**config.mk**
```make
export PLATFORM = sky130hd
export DESIGN_NAME = can_err_irq_unit
export DESIGN_NICKNAME = d
export VERILOG_FILES = /design/src/rtl/can_eiu_pkg.sv /design/src/rtl/eiu_w0c_flags.sv /design/src/rtl/eiu_cfg_reg.sv /design/src/rtl/eiu_code_store.sv /design/src/rtl/eiu_irq_combine.sv /design/src/rtl/can_err_irq_unit.sv
export SDC_FILE = /design/constraint.sdc
export NUM_CORES = 1
export LEC_CHECK = 0
export BUFFER_PORTS_ARGS = -buffer_cell sky130_fd_sc_hd__buf_2
export CAP_MARGIN = 5
export CORE_ASPECT_RATIO = 0.7
export CORE_MARGIN = 2
export CORE_UTILIZATION = 54
export DETAILED_ROUTE_END_ITERATION = 10
export PLACE_DENSITY = 0.89
export SYNTH_ARGS = -nofsm -noshare
export SYNTH_HDL_FRONTEND = slang
export SYNTH_SLANG_ARGS = --single-unit
export TNS_END_PERCENT = 10
```
**constraint.sdc**
```tcl
create_clock -name clk -period 3.34 [get_ports clk]
set_clock_uncertainty 0.15 [all_clocks]
set_input_delay 1.002 -clock clk [delete_from_list [all_inputs] [get_ports clk]]
set_output_delay 1.002 -clock clk [all_outputs]
set_load 0.01 [all_outputs]
```
**src/rtl/can_eiu_pkg.sv**
```systemverilog
package can_eiu_pkg;
    localparam int BYTE_W = 8;
    localparam int FACT_W = 8;
    localparam int CODE_W = 7;
    localparam int SEL_W  = 3;

    // top status bit positions
    localparam int TOP_ERR = 5;
    localparam int TOP_RXF = 4;
    localparam int TOP_TXF = 3;
    // code store mode bit
    localparam int CODE_ACC = 7;

    localparam logic [BYTE_W-1:0] TOP_MASK =
        BYTE_W'((1 << TOP_ERR) | (1 << TOP_RXF) | (1 << TOP_TXF));

    typedef enum logic [SEL_W-1:0] {
        SEL_FACT = 3'd0,
        SEL_FEN  = 3'd1,
        SEL_CODE = 3'd2,
        SEL_TOP  = 3'd3,
        SEL_TEN  = 3'd4
    } reg_sel_e;

    typedef struct packed {
        logic              en;
        reg_sel_e          sel;
        logic [BYTE_W-1:0] data;
    } wr_req_t;

    // true when this write targets register s
    function automatic logic wr_hit(wr_req_t w, reg_sel_e s);
        return w.en && (w.sel == s);
    endfunction
endpackage

```
**src/rtl/eiu_w0c_flags.sv**
```systemverilog
module eiu_w0c_flags #(
    parameter int W = 8
) (
    input  logic         clk,
    input  logic         rst,
    input  logic [W-1:0] set_i,
    input  logic [W-1:0] keep_i,
    output logic [W-1:0] flags_o
);
    logic [W-1:0] flags_q;

    for (genvar k = 0; k < W; k++) begin : g_bit
        always_ff @(posedge clk) begin
            if (rst)
                flags_q[k] <= 1'b0;
            else
                flags_q[k] <= (flags_q[k] & keep_i[k]) | set_i[k];
        end
    end

    assign flags_o = flags_q;

    // a set pulse always leaves its flag set, even under a clear
    set_wins_chk: assert property (@(posedge clk) disable iff (rst)
        (|set_i) |=> ((flags_q & $past(set_i)) == $past(set_i)));

    // with no clear and no set the flags hold
    hold_chk: assert property (@(posedge clk) disable iff (rst)
        ((&keep_i) && (set_i == '0)) |=> $stable(flags_q));
endmodule

```
**src/rtl/eiu_cfg_reg.sv**
```systemverilog
module eiu_cfg_reg #(
    parameter int              W    = 8,
    parameter logic [W-1:0]    MASK = '1
) (
    input  logic         clk,
    input  logic         rst,
    input  logic         load_i,
    input  logic [W-1:0] data_i,
    output logic [W-1:0] q_o
);
    logic [W-1:0] q;

    always_ff @(posedge clk) begin
        if (rst)
            q <= '0;
        else if (load_i)
            q <= data_i & MASK;
    end

    assign q_o = q;
endmodule

```
**src/rtl/eiu_code_store.sv**
```systemverilog
module eiu_code_store
    import can_eiu_pkg::*;
#(
    parameter int CW = CODE_W
) (
    input  logic          clk,
    input  logic          rst,
    input  logic [CW-1:0] evt_i,
    input  logic          wr_hit_i,
    input  logic [CW:0]   wr_data_i,
    output logic [CW:0]   store_o
);
    logic          mode_q;
    logic [CW-1:0] codes_q;
    logic [CW-1:0] keep;

    assign keep = wr_hit_i ? wr_data_i[CW-1:0] : '1;

    always_ff @(posedge clk) begin
        if (rst) begin
            mode_q  <= 1'b0;
            codes_q <= '0;
        end else begin
            if (wr_hit_i)
                mode_q <= wr_data_i[CW];
            if (!mode_q && (|evt_i))
                codes_q <= evt_i;
            else
                codes_q <= (codes_q & keep) | evt_i;
        end
    end

    assign store_o = {mode_q, codes_q};

    // overwrite mode replaces the field with the new event vector
    ovr_mode_chk: assert property (@(posedge clk) disable iff (rst)
        (!mode_q && (|evt_i)) |=> (codes_q == $past(evt_i)));

    // accumulate mode with no write loses no stored bit
    acc_mode_chk: assert property (@(posedge clk) disable iff (rst)
        (mode_q && !wr_hit_i) |=> ((codes_q & $past(codes_q)) == $past(codes_q)));
endmodule

```
**src/rtl/eiu_irq_combine.sv**
```systemverilog
module eiu_irq_combine
    import can_eiu_pkg::*;
(
    input  logic [FACT_W-1:0] fact_flags_i,
    input  logic [FACT_W-1:0] fact_en_i,
    input  logic              rxf_i,
    input  logic              txf_i,
    input  logic [BYTE_W-1:0] top_en_i,
    output logic [BYTE_W-1:0] status_o,
    output logic              irq_o
);
    always_comb begin
        status_o          = '0;
        status_o[TOP_ERR] = |(fact_flags_i & fact_en_i);
        status_o[TOP_RXF] = rxf_i;
        status_o[TOP_TXF] = txf_i;
    end

    assign irq_o = |(status_o & top_en_i);
endmodule

```
**src/rtl/can_err_irq_unit.sv**
```systemverilog
module can_err_irq_unit
    import can_eiu_pkg::*;
(
    input  logic              clk,
    input  logic              rst,
    input  logic [FACT_W-1:0] fact_evt_i,
    input  logic [CODE_W-1:0] code_evt_i,
    input  logic              rxf_evt_i,
    input  logic              txf_evt_i,
    input  logic              wr_en_i,
    input  logic [SEL_W-1:0]  wr_sel_i,
    input  logic [BYTE_W-1:0] wr_data_i,
    input  logic [SEL_W-1:0]  rd_sel_i,
    output logic [BYTE_W-1:0] rd_data_o,
    output logic              irq_o
);
    wr_req_t           wr_req;
    logic [FACT_W-1:0] fact_keep;
    logic [FACT_W-1:0] fact_flags;
    logic [FACT_W-1:0] fact_en;
    logic [1:0]        top_keep;
    logic [1:0]        top_flags;
    logic [BYTE_W-1:0] top_en;
    logic [BYTE_W-1:0] code_store;
    logic [BYTE_W-1:0] status;

    assign wr_req    = '{en: wr_en_i, sel: reg_sel_e'(wr_sel_i), data: wr_data_i};
    assign fact_keep = wr_hit(wr_req, SEL_FACT) ? wr_req.data : '1;
    assign top_keep  = wr_hit(wr_req, SEL_TOP)
                       ? {wr_req.data[TOP_RXF], wr_req.data[TOP_TXF]} : 2'b11;

    eiu_w0c_flags #(.W(FACT_W)) u_fact_flags (
        .clk     (clk),
        .rst     (rst),
        .set_i   (fact_evt_i),
        .keep_i  (fact_keep),
        .flags_o (fact_flags)
    );

    eiu_cfg_reg #(.W(FACT_W), .MASK('1)) u_fact_en (
        .clk    (clk),
        .rst    (rst),
        .load_i (wr_hit(wr_req, SEL_FEN)),
        .data_i (wr_req.data),
        .q_o    (fact_en)
    );

    eiu_code_store #(.CW(CODE_W)) u_code_store (
        .clk       (clk),
        .rst       (rst),
        .evt_i     (code_evt_i),
        .wr_hit_i  (wr_hit(wr_req, SEL_CODE)),
        .wr_data_i (wr_req.data),
        .store_o   (code_store)
    );

    eiu_w0c_flags #(.W(2)) u_top_flags (
        .clk     (clk),
        .rst     (rst),
        .set_i   ({rxf_evt_i, txf_evt_i}),
        .keep_i  (top_keep),
        .flags_o (top_flags)
    );

    eiu_cfg_reg #(.W(BYTE_W), .MASK(TOP_MASK)) u_top_en (
        .clk    (clk),
        .rst    (rst),
        .load_i (wr_hit(wr_req, SEL_TEN)),
        .data_i (wr_req.data),
        .q_o    (top_en)
    );

    eiu_irq_combine u_combine (
        .fact_flags_i (fact_flags),
        .fact_en_i    (fact_en),
        .rxf_i        (top_flags[1]),
        .txf_i        (top_flags[0]),
        .top_en_i     (top_en),
        .status_o     (status),
        .irq_o        (irq_o)
    );

    always_comb begin
        case (reg_sel_e'(rd_sel_i))
            SEL_FACT: rd_data_o = fact_flags;
            SEL_FEN:  rd_data_o = fact_en;
            SEL_CODE: rd_data_o = code_store;
            SEL_TOP:  rd_data_o = status;
            SEL_TEN:  rd_data_o = top_en;
            default:  rd_data_o = '0;
        endcase
    end

    // writing zero to the top enables silences the line next cycle
    irq_mask_chk: assert property (@(posedge clk) disable iff (rst)
        (wr_en_i && (wr_sel_i == 3'd4) && (wr_data_i == '0)) |=> !irq_o);

    // a factor event is readable as a set flag next cycle
    fact_set_chk: assert property (@(posedge clk) disable iff (rst)
        (|fact_evt_i) |=> ((fact_flags & $past(fact_evt_i)) != '0));
endmodule

```
==> flow_metrics.py <==
metrics = {
    "clock_network": {
        "cts_resized": 0,
        "clock_latency_ps": 280,
        "cts_made_buffers": 5,
        "cts-root-buf": "clkbuf_8",
        "clkTransAtPathRegs_ps": 60,
        "cts_tree": "yes",
        "post_cts_buffers": 0,
        "cts.path.max_buffers": 2,
        "cts.sinks": 29,
        "h-tree-depth": 2,
        "cts_hold_buf": 0,
    },
    "synthesis": {
        "synthesis.area_mm2": 0.00146,
        "synthArstFlopShare_pct": 0,
        "synth_flop_cell": "dfxtp_1",
        "synth_nets": 200,
        "synth_cells": 166,
        "synth_seq_area_share_pct": 39.9,
        "yosys.area.top_type_share_pct": 39.9,
        "yosys.area.top_type": "dfxtp_1",
        "ys_warn_count": 0,
        "syn_area_per_cell_um2": 8.77,
        "ys_types": 32,
        "synth-edff-count": 0,
        "synth_area_leaders": "dfxtp_1 (40%), mux2i_1 (9.6%), inv_1 (4.9%)",
        "synth_seq_cells": 29,
    },
    "power_and_ir_drop": {
        "intPower_uw": 574,
        "power_density_mw_per_mm2": 434,
        "pwr-share-comb_pct": 13.4,
        "power_frac_seq_pct": 48.9,
        "swShare_pct": 25.2,
        "pwr-share-clk_pct": 37.7,
        "p_leak_nw": 0.785,
        "finalPower_uw": 768,
        "power_switching_uw": 193,
        "peakVddDrop_v": 0.000223,
    },
    "final_layout": {
        "multi_input_area_um2": 753,
        "n_antenna_cell": 0,
        "fill_cells": 210,
        "finalNetCount": 243,
        "post-route-util_pct": 70.4,
        "area_growth_pct": 21.7,
        "seq_area_um2": 581,
        "drive_gt1_share_pct": 29.7,
    },
    "drt": {
        "first_iter_violations": 67,
        "vias": 1356,
        "drc": 0,
        "firstDrtPassIters": 4,
        "wl_um": 3380,
        "ant_nets": 0,
        "wl_per_cell_um": 13.9,
        "avgViaCountPerCell": 5.58,
    },
    "worst_setup_path": {
        "critPathMaxFanout": 8,
        "arrival_ps": 2010,
        "cp-start-kind": "input port",
        "path_class": "in2out",
        "required_ps": 2190,
        "critPathCaptureType": "primary output",
    },
    "flow_run": {
        "drv_cap": 0,
    },
    "placement": {
        "gp_congestion": 0.836,
        "place_hpwl_um": 2500,
        "place_ws_ps": 185,
        "numPortBuffers": 42,
    },
    "global_routing": {
        "globalRouteTotalUtil_pct": 23.8,
        "grt_pass1_wl_um": 5290,
        "first_global_vias": 1149,
        "grt_antenna_before_repair": 0,
        "grt_max_degree": 18,
        "overflow": 0,
    },
    "floorplan": {
        "rows": 15,
        "core-area_mm2": 0.00251,
        "io_pins": 43,
        "chipHeight_um": 47.4,
        "initial_core_util_pct": 57.9,
        "die_x_um": 66.0,
        "dieArea_mm2": 0.00313,
    },
    "timing": {
        "rsz0062_at_grt": "false",
        "slew_viol_final": 0,
        "worst_slack_ps": 181,
        "period_share_pct": 94.6,
        "setup_viol": 0,
        "max_freq_ghz": 0.317,
        "slew-limit-headroom_pct": 60.3,
        "finalWorstPathRequiredPeriod_ps": 3160,
        "hold_viol": 0,
        "setup-tns-final_ps": 0,
        "max_slew.worst_pin.slew_ps": 596,
    },
    "hold_path": {
        "hold_class": "reg2reg",
    },
    "status": {
        "status": "finished clean",
    },
}
## metal layers
metal  vias to the layer above  routed length (um)  track usage, %
met1                       627                1610            31.8
met4                         0                  41            12.2
li1                        673                   -               -
met2                        50                1490            36.0
met5                         -                   0               0
met3                         6                 244            7.29
## path summary, 6_finish.rpt
kind | slack [ps] | start | to | depth (start not counted)
hold reg to reg | 330 | u_fact_flags.flags_o[1]$_SDFF_PP0_ | u_fact_flags.flags_o[1]$_SDFF_PP0_ | 2
hold / removal | 330 | u_fact_flags.flags_o[1]$_SDFF_PP0_ | u_fact_flags.flags_o[1]$_SDFF_PP0_ | 2
setup / recovery | 180 | rd_sel_i[1] | rd_data_o[4] | 5
setup reg to reg | 1940 | u_code_store.mode_q$_SDFFE_PP0N_ | u_code_store.codes_q[2]$_SDFF_PP0_ | 3
## final cells by class
class,count,area share [%]
Clock buffer,7,4.88
Multi-Input combinational cell,108,42.5
Timing Repair Buffer,45,13.1
Tap cell,34,2.40
Inverter,20,4.24
Sequential cell,29,32.8
## kinds of logic (layout without fill, tap and decap cells)
kind of cell / count (synthesis) / count (layout) / share of synthesized area, %
and+or+nand+nor: 34 / 34 / 12.4
muxes: 21 / 21 / 15.8
AOI/OAI and AO/OA: 53 / 53 / 23.6
DFF: 29 / 29 / 39.9
buffers and inverters: 29 / 72 / 8.34
## synth_stat cells, types with 2 or more instances
master and instances:
nor4_1 2, a21oi_1 14, nor2_1 15, a22oi_1 7
inv_1 19, nand2_1 9, buf_2 4, dfxtp_1 29
o22ai_1 8, clkbuf_1 3, mux2i_1 14, o21ai_2 8
o21ai_1 10, mux2_1 6
## power groups by stage
stage / sequential, mW / combinational [mW] / clock, mW
after floorplan: 0.379 / 0.0603 / 0
after global placement: 0.382 / 0.0998 / 0
after detailed placement: 0.383 / 0.102 / 0
after CTS: 0.375 / 0.103 / 0.293
after global routing: 0.377 / 0.113 / 0.310
final: 0.376 / 0.103 / 0.290
## state kept, by name, summed over array words and instances, names as in the netlist
register,flops
u_top_en.q_o,3
u_code_store.codes_q,7
u_fact_en.q_o,8
u_fact_flags.flags_o,8
u_top_flags.flags_o,2
u_code_store.mode_q,1
## cell usage in the layout, fill, tap and decap left out, types with 2 or more instances in the layout
cell      count
a21oi_1      14
a22oi_1       7
buf_2        42
buf_4         3
clkbuf_8      6
dfxtp_1      29
inv_1        19
mux2_1        6
mux2i_1      14
nand2_1       9
nor2_1       15
nor4_1        2
o21ai_1      10
o21ai_2       8
o22ai_1       8
## critical path: stages
cell     delay (ps)
buf_2           200
mux4_2          530
inv_1            70
o21ai_1          60
buf_2           140
## metrics by stage
| stage | cells | hold WS, ps | area [um^2] |
|---|---|---|---|
| final | 243 | 330 | 1770 |
| after global routing | 243 | 350 | 1770 |
| after CTS | 243 | 333 | 1770 |
| after detailed placement | 236 | 325 | 1680 |
| after global placement | 236 | 321 | 1680 |
| after floorplan | 166 | 302 | 1460 |
Note: power is estimated with default switching activity, not from simulation.
